==> config.mk <==
export PLATFORM = sky130hd
export DESIGN_NAME = pcseq_top
export DESIGN_NICKNAME = d
export VERILOG_FILES = /design/src/rtl/pcseq_pkg.sv /design/src/rtl/pcseq_ctrl.sv /design/src/rtl/pcseq_latch.sv /design/src/rtl/pcseq_stack.sv /design/src/rtl/pcseq_top.sv
export SDC_FILE = /design/constraint.sdc
export NUM_CORES = 1
export LEC_CHECK = 0
export BUFFER_PORTS_ARGS = -buffer_cell sky130_fd_sc_hd__buf_2
export CORE_MARGIN = 4
export CORE_UTILIZATION = 50
export CTS_BUF_LIST = sky130_fd_sc_hd__clkbuf_8
export CTS_CLUSTER_DIAMETER = 40
export DETAILED_ROUTE_END_ITERATION = 6
export HOLD_SLACK_MARGIN = 0.02
export PLACE_DENSITY_LB_ADDON = 0.25
export SETUP_SLACK_MARGIN = 0.4
export SKIP_CTS_REPAIR_TIMING = 1
export SYNTH_ARGS = -nofsm -noshare
export SYNTH_HDL_FRONTEND = slang
export SYNTH_SLANG_ARGS = --single-unit
==> constraint.sdc <==
create_clock -name clk_i -period 7.5 [get_ports clk_i]
set_clock_uncertainty 0.2 [all_clocks]
set_input_delay 0.75 -clock clk_i [delete_from_list [all_inputs] [get_ports clk_i]]
set_output_delay 0.75 -clock clk_i [all_outputs]
set_load 0.05 [all_outputs]
==> src/rtl/pcseq_pkg.sv <==
package pcseq_pkg;
  typedef enum logic [2:0] {
    SEL_INC = 3'd0,
    SEL_VEC = 3'd1,
    SEL_POP = 3'd2,
    SEL_JMP = 3'd3,
    SEL_PCL = 3'd4
  } pc_sel_e;
endpackage

==> src/rtl/pcseq_ctrl.sv <==
module pcseq_ctrl
  import pcseq_pkg::*;
(
  input  logic    irq_i,
  input  logic    gie_i,
  input  logic    goto_i,
  input  logic    call_i,
  input  logic    ret_i,
  input  logic    retfie_i,
  input  logic    pcl_wr_i,
  output pc_sel_e sel_o,
  output logic    push_o,
  output logic    pop_o,
  output logic    take_o,
  output logic    rfi_o
);
  always_comb begin
    sel_o  = SEL_INC;
    push_o = 1'b0;
    pop_o  = 1'b0;
    take_o = 1'b0;
    rfi_o  = 1'b0;
    if (irq_i && gie_i) begin
      sel_o  = SEL_VEC;
      push_o = 1'b1;
      take_o = 1'b1;
    end else if (ret_i || retfie_i) begin
      sel_o = SEL_POP;
      pop_o = 1'b1;
      rfi_o = retfie_i;
    end else if (call_i) begin
      sel_o  = SEL_JMP;
      push_o = 1'b1;
    end else if (goto_i) begin
      sel_o = SEL_JMP;
    end else if (pcl_wr_i) begin
      sel_o = SEL_PCL;
    end
  end
endmodule

==> src/rtl/pcseq_latch.sv <==
module pcseq_latch #(
  parameter int W = 5
) (
  input  logic         clk_i,
  input  logic         rst_ni,
  input  logic         wr_i,
  input  logic [W-1:0] data_i,
  output logic [W-1:0] q_o
);
  always_ff @(posedge clk_i or negedge rst_ni) begin
    if (!rst_ni)   q_o <= '0;
    else if (wr_i) q_o <= data_i;
  end

  AST_LATH_HOLD: assert property (@(posedge clk_i) disable iff (!rst_ni)
    !wr_i |=> $stable(q_o)) else $error("latch changed without write");
  AST_LATH_LOAD: assert property (@(posedge clk_i) disable iff (!rst_ni)
    wr_i |=> q_o == $past(data_i)) else $error("latch write lost");
endmodule

==> src/rtl/pcseq_stack.sv <==
module pcseq_stack #(
  parameter int AW    = 13,
  parameter int DEPTH = 8
) (
  input  logic          clk_i,
  input  logic          rst_ni,
  input  logic          push_i,
  input  logic          pop_i,
  input  logic [AW-1:0] push_data_i,
  output logic [AW-1:0] top_o
);
  // ring buffer: DEPTH must be a power of two, wrap is free
  localparam int SPW = $clog2(DEPTH);

  logic [SPW-1:0] sp_q;
  logic [AW-1:0]  mem_q [DEPTH];
  logic [SPW-1:0] rd_idx;

  assign rd_idx = sp_q - SPW'(1);
  assign top_o  = mem_q[rd_idx];

  always_ff @(posedge clk_i or negedge rst_ni) begin
    if (!rst_ni)     sp_q <= '0;
    else if (push_i) sp_q <= sp_q + SPW'(1);
    else if (pop_i)  sp_q <= rd_idx;
  end

  for (genvar g = 0; g < DEPTH; g++) begin : g_slot
    always_ff @(posedge clk_i or negedge rst_ni) begin
      if (!rst_ni)                          mem_q[g] <= '0;
      else if (push_i && sp_q == SPW'(g))   mem_q[g] <= push_data_i;
    end
  end

  AST_PUSH_TOP: assert property (@(posedge clk_i) disable iff (!rst_ni)
    push_i |=> top_o == $past(push_data_i)) else $error("push not on top");
  AST_IDLE_TOP: assert property (@(posedge clk_i) disable iff (!rst_ni)
    (!push_i && !pop_i) |=> $stable(top_o)) else $error("stack moved when idle");
endmodule

==> src/rtl/pcseq_top.sv <==
module pcseq_top
  import pcseq_pkg::*;
#(
  parameter int PW     = 13,
  parameter int PAGE_W = 11,
  parameter int DEPTH  = 8,
  parameter int VEC    = 4
) (
  input  logic              clk_i,
  input  logic              rst_ni,
  input  logic              irq_i,
  input  logic              goto_i,
  input  logic              call_i,
  input  logic              ret_i,
  input  logic              retfie_i,
  input  logic              pcl_wr_i,
  input  logic [PAGE_W-1:0] tgt_i,
  input  logic [7:0]        pcl_data_i,
  input  logic              lath_wr_i,
  input  logic [PW-9:0]     lath_data_i,
  input  logic              gie_wr_i,
  input  logic              gie_data_i,
  output logic [PW-1:0]     pc_o,
  output logic [PW-9:0]     lath_o,
  output logic              gie_o
);
  localparam int PCL_W = 8;
  localparam int LW    = PW - PCL_W;
  localparam int HI_W  = PW - PAGE_W;
  localparam logic [PW-1:0] VEC_IRQ = PW'(VEC);

  pc_sel_e       sel;
  logic          push, pop, take, rfi;
  logic [PW-1:0] pc_inc, pc_nxt, stk_top;

  pcseq_ctrl u_ctrl (
    .irq_i(irq_i), .gie_i(gie_o), .goto_i(goto_i), .call_i(call_i),
    .ret_i(ret_i), .retfie_i(retfie_i), .pcl_wr_i(pcl_wr_i),
    .sel_o(sel), .push_o(push), .pop_o(pop), .take_o(take), .rfi_o(rfi)
  );

  pcseq_latch #(.W(LW)) u_lath (
    .clk_i(clk_i), .rst_ni(rst_ni), .wr_i(lath_wr_i),
    .data_i(lath_data_i), .q_o(lath_o)
  );

  pcseq_stack #(.AW(PW), .DEPTH(DEPTH)) u_stack (
    .clk_i(clk_i), .rst_ni(rst_ni), .push_i(push), .pop_i(pop),
    .push_data_i(pc_inc), .top_o(stk_top)
  );

  assign pc_inc = pc_o + PW'(1);

  always_comb begin
    unique case (sel)
      SEL_VEC: pc_nxt = VEC_IRQ;
      SEL_POP: pc_nxt = stk_top;
      SEL_JMP: pc_nxt = {lath_o[LW-1 -: HI_W], tgt_i};
      SEL_PCL: pc_nxt = {lath_o, pcl_data_i};
      default: pc_nxt = pc_inc;
    endcase
  end

  always_ff @(posedge clk_i or negedge rst_ni) begin
    if (!rst_ni) pc_o <= '0;
    else         pc_o <= pc_nxt;
  end

  always_ff @(posedge clk_i or negedge rst_ni) begin
    if (!rst_ni)       gie_o <= 1'b0;
    else if (take)     gie_o <= 1'b0;
    else if (rfi)      gie_o <= 1'b1;
    else if (gie_wr_i) gie_o <= gie_data_i;
  end

  logic quiet;
  assign quiet = !(irq_i && gie_o) && !ret_i && !retfie_i && !call_i && !goto_i && !pcl_wr_i;

  AST_IRQ_VEC: assert property (@(posedge clk_i) disable iff (!rst_ni)
    (irq_i && gie_o) |=> (pc_o == VEC_IRQ && !gie_o)) else $error("irq vector");
  AST_IRQ_MASKED: assert property (@(posedge clk_i) disable iff (!rst_ni)
    (quiet && !gie_wr_i) |=> $stable(gie_o)) else $error("gie moved");
  AST_RETFIE_GIE: assert property (@(posedge clk_i) disable iff (!rst_ni)
    (retfie_i && !(irq_i && gie_o)) |=> gie_o) else $error("retfie gie");
  AST_INC: assert property (@(posedge clk_i) disable iff (!rst_ni)
    quiet |=> pc_o == $past(pc_o) + PW'(1)) else $error("increment");
  AST_PCL_OLD_LATH: assert property (@(posedge clk_i) disable iff (!rst_ni)
    (pcl_wr_i && !(irq_i && gie_o) && !ret_i && !retfie_i && !call_i && !goto_i)
    |=> pc_o == {$past(lath_o), $past(pcl_data_i)}) else $error("pcl write");
  AST_IRQ_BEATS_CALL: assert property (@(posedge clk_i) disable iff (!rst_ni)
    (irq_i && gie_o && call_i) |=> pc_o == VEC_IRQ) else $error("priority");
endmodule

==> flow_summary_export.csv <==
group,metric,value,unit
outcome,outcome,"completed",
synth,synth_area_per_cell,11.25,um^2
grt,grt_pass1_vias,4157,
worst_setup_path,reg2regPathDepth,5,
flow_run,max_cap_viol_count,0,
clock_tree,cts_sinks,126,
worst_setup_path,critPathMaxFanout,30,
worst_setup_path,critPathLaunch,"u_stack.sp_q[0]",
worst_setup_path,crit_required,7570,ps
min_path,hold_class,"input port to async pin",
worst_setup_path,timing.rr.end,"pc_o[10]",
worst_setup_path,path_class,"flop to flop",
worst_setup_path,end_kind,"flop",
worst_setup_path,r2r_start,"u_stack.sp_q[0]",
timing,grt_setup_unrepaired,"false",
grt,grt_max_degree,77,
timing,worst_pin_slew,1308,ps
synth,yosys_warnings,0,
clock_tree,cts_buffers,17,
synth,postSynth.asyncResetShare,100.0,%
floorplan,chipHeight,115.6,um
cells_and_area,drive_above_1_share,23.43,%
cells_and_area,antenna_cells,0,
clock_tree,clock_latency,440,ps
detailed_routing,drc,0,
clock_tree,path_clk_slew,70,ps
timing,min_period,3620,ps
grt,grt_pass1_wl,22580,um
synth,yosys.area.top_type,"dfrtp_1",
power_and_ir_drop,power_leakage,2.922,nW
synth,yosys-top-cells-area,"dfrtp_1 55%, mux4_2 10%, o21ai_0 8.5%, nand2_1 6.6%, a22oi_1 2.7%",
grt,antenna_found_initial,0,
worst_setup_path,r2r_setup_slack,3880,ps
clock_tree,cts_tree,"built",
clock_tree,cts_root_buf,"clkbuf_8",
synth,ys_seq_elements,126,
synth,synth_cells,514,
synth,yosys-top-cells-count,"126 x dfrtp_1, 102 x nand2_1, 98 x o21ai_0",
synth,synth_nets,557,
timing,clock.fmax,276.3,MHz
timing,relSlewSlack,12.79,%
synth,synth-seq-area-share,54.51,%
clock_tree,clockBufferDepth,2,
synth,ys.flop_type,"dfrtp_1",
cells_and_area,layoutNonFillerInstCount,715,
floorplan,die_w,115.6,um
power_and_ir_drop,powerDensity,429.2,nW/um^2
detailed_routing,dr.pass1.iters,4,
floorplan,start_util,50.87,%
detailed_routing,postRouteAntennaNets,0,
floorplan,ios,54,
detailed_routing,drt_iter0_drc,441,
grt,grt_usage,22.52,%
placement,placed_cells,684,
placement,port_buffers,53,
timing,period_share,48.27,%
cells_and_area,multi_input_area,2469,um^2
synth,netlist.area_leader.share,54.51,%
clock_tree,htreeDepth,4,
detailed_routing,avgRoutedWirePerCell,19.51,um
cells_and_area,register_area,3154,um^2
cells_and_area,nets,603,
synth,synth_edf_count,0,
synth,syn_area,5784,um^2
floorplan,core-area,11370,um^2
timing,drv_slew,0,
timing,setup_viol,0,
placement,post-dp-hpwl,8949,um
floorplan,placementRows,39,
timing,fin_tns_setup,0,ps
grt,grt_overflow,0,
power_and_ir_drop,vdd_drop_max,0.2162,mV
synth,yosysMostFrequentCell,"dfrtp_1",
timing,hold_viol_final,0,
detailed_routing,drt-total-wl,13950,um
placement,gp_congestion,0.7573,
synth,yosys.cell_types.count,36,
detailed_routing,viasPerCell,5.822,
detailed_routing,dr_total_vias,4163,
cells_and_area,area_growth,13.52,%
worst_setup_path,crit_end,"pc_o[10]",
worst_setup_path,crit_arrival,3690,ps
cells_and_area,fillers,931,
worst_setup_path,critical_path.startpoint_type,"flop",
floorplan,die-area,13350,um^2
## routing by layer
metal	GRT usage [%]	wire length, um	vias up
met3	5.483	789	16
li1	-	-	1947
met4	6.886	169	0
met5	0	0	-
met1	30.77	6428	2079
met2	36.07	6559	121
## sequential cells by signal, indices dropped and copies added (netlist names)
| register | cells |
|---|---|
| pc_o | 13 |
| u_lath.q_o | 5 |
| u_stack.sp_q | 3 |
| gie_o | 1 |
| u_stack.mem_q | 104 |
## area by class of cell
cell class,count,share of cell area [%]
Timing Repair Buffer,61,4.992
Sequential cell,126,48.04
Clock buffer,18,3.773
Inverter,4,0.2287
Clock inverter,13,2.649
Multi-Input combinational cell,350,37.60
Tap cell,143,2.725
## layout by cell type, fill, tap and decap left out, types with 6 or more instances in the layout
cell and n:
dfrtp_1 125, o211ai_1 17, inv_1 6, nand3b_1 10, clkbuf_8 18, xor2_1 11, buf_2 52, mux2_2 13
nand2_1 102, o21ai_0 98, a22oi_1 21, nor2_1 7, mux4_2 26, ha_1 8, buf_4 9
## worst min-delay path by stage
stage / start / end / slack (ps) / depth (start not counted)
after CTS: rst_ni / gie_o / 150 / 1
final: rst_ni / gie_o / 130 / 1
after floorplan: u_stack.mem_q[26] / u_stack.mem_q[26] / 240 / 2
after detailed placement: u_stack.mem_q[100] / u_stack.mem_q[100] / 270 / 2
after global placement: u_stack.mem_q[102] / u_stack.mem_q[102] / 260 / 2
after global routing: rst_ni / gie_o / 170 / 1
## through the flow
stage	total power [mW]	worst slack, ps	instance area [um^2]	hold WS (ps)	util, %
4_1_cts	2.823	3842	6566	152.1	57.75
3_5_place_dp	2.191	3879	6145	265.3	54.04
5_1_grt	2.990	3563	6566	168.3	57.75
3_3_place_gp	2.133	4060	6145	256.6	54.04
6_report	2.818	3880	6566	135.0	57.75
2_1_floorplan	1.899	4779	5784	244.6	-
## cell families (layout without fill, tap and decap cells)
group / Yosys count / after routing / synth area share, %
buffers and inverters: 38 / 96 / 2.812
muxes: 41 / 41 / 13.00
DFF: 126 / 126 / 54.51
xor gates and xnor gates: 14 / 14 / 2.120
adders and majority gates: 8 / 8 / 1.731
AOI/OAI and AO/OA: 147 / 147 / 14.84
and+or+nand+nor: 140 / 140 / 10.99
## worst max-delay path, cell delays in order (launching register included)
cell,delay (ps)
dfrtp_2,1020
inv_1,210
ha_1,1230
mux4_2,430
a22oi_1,210
a22oi_1,110
## where the power goes
group	internal [mW]	switching (mW)	total, mW
clock	0.365	0.262	0.627
sequential	0.939	0.231	1.17
combinational	0.426	0.595	1.02
Note: power is estimated with default switching activity, not from simulation.
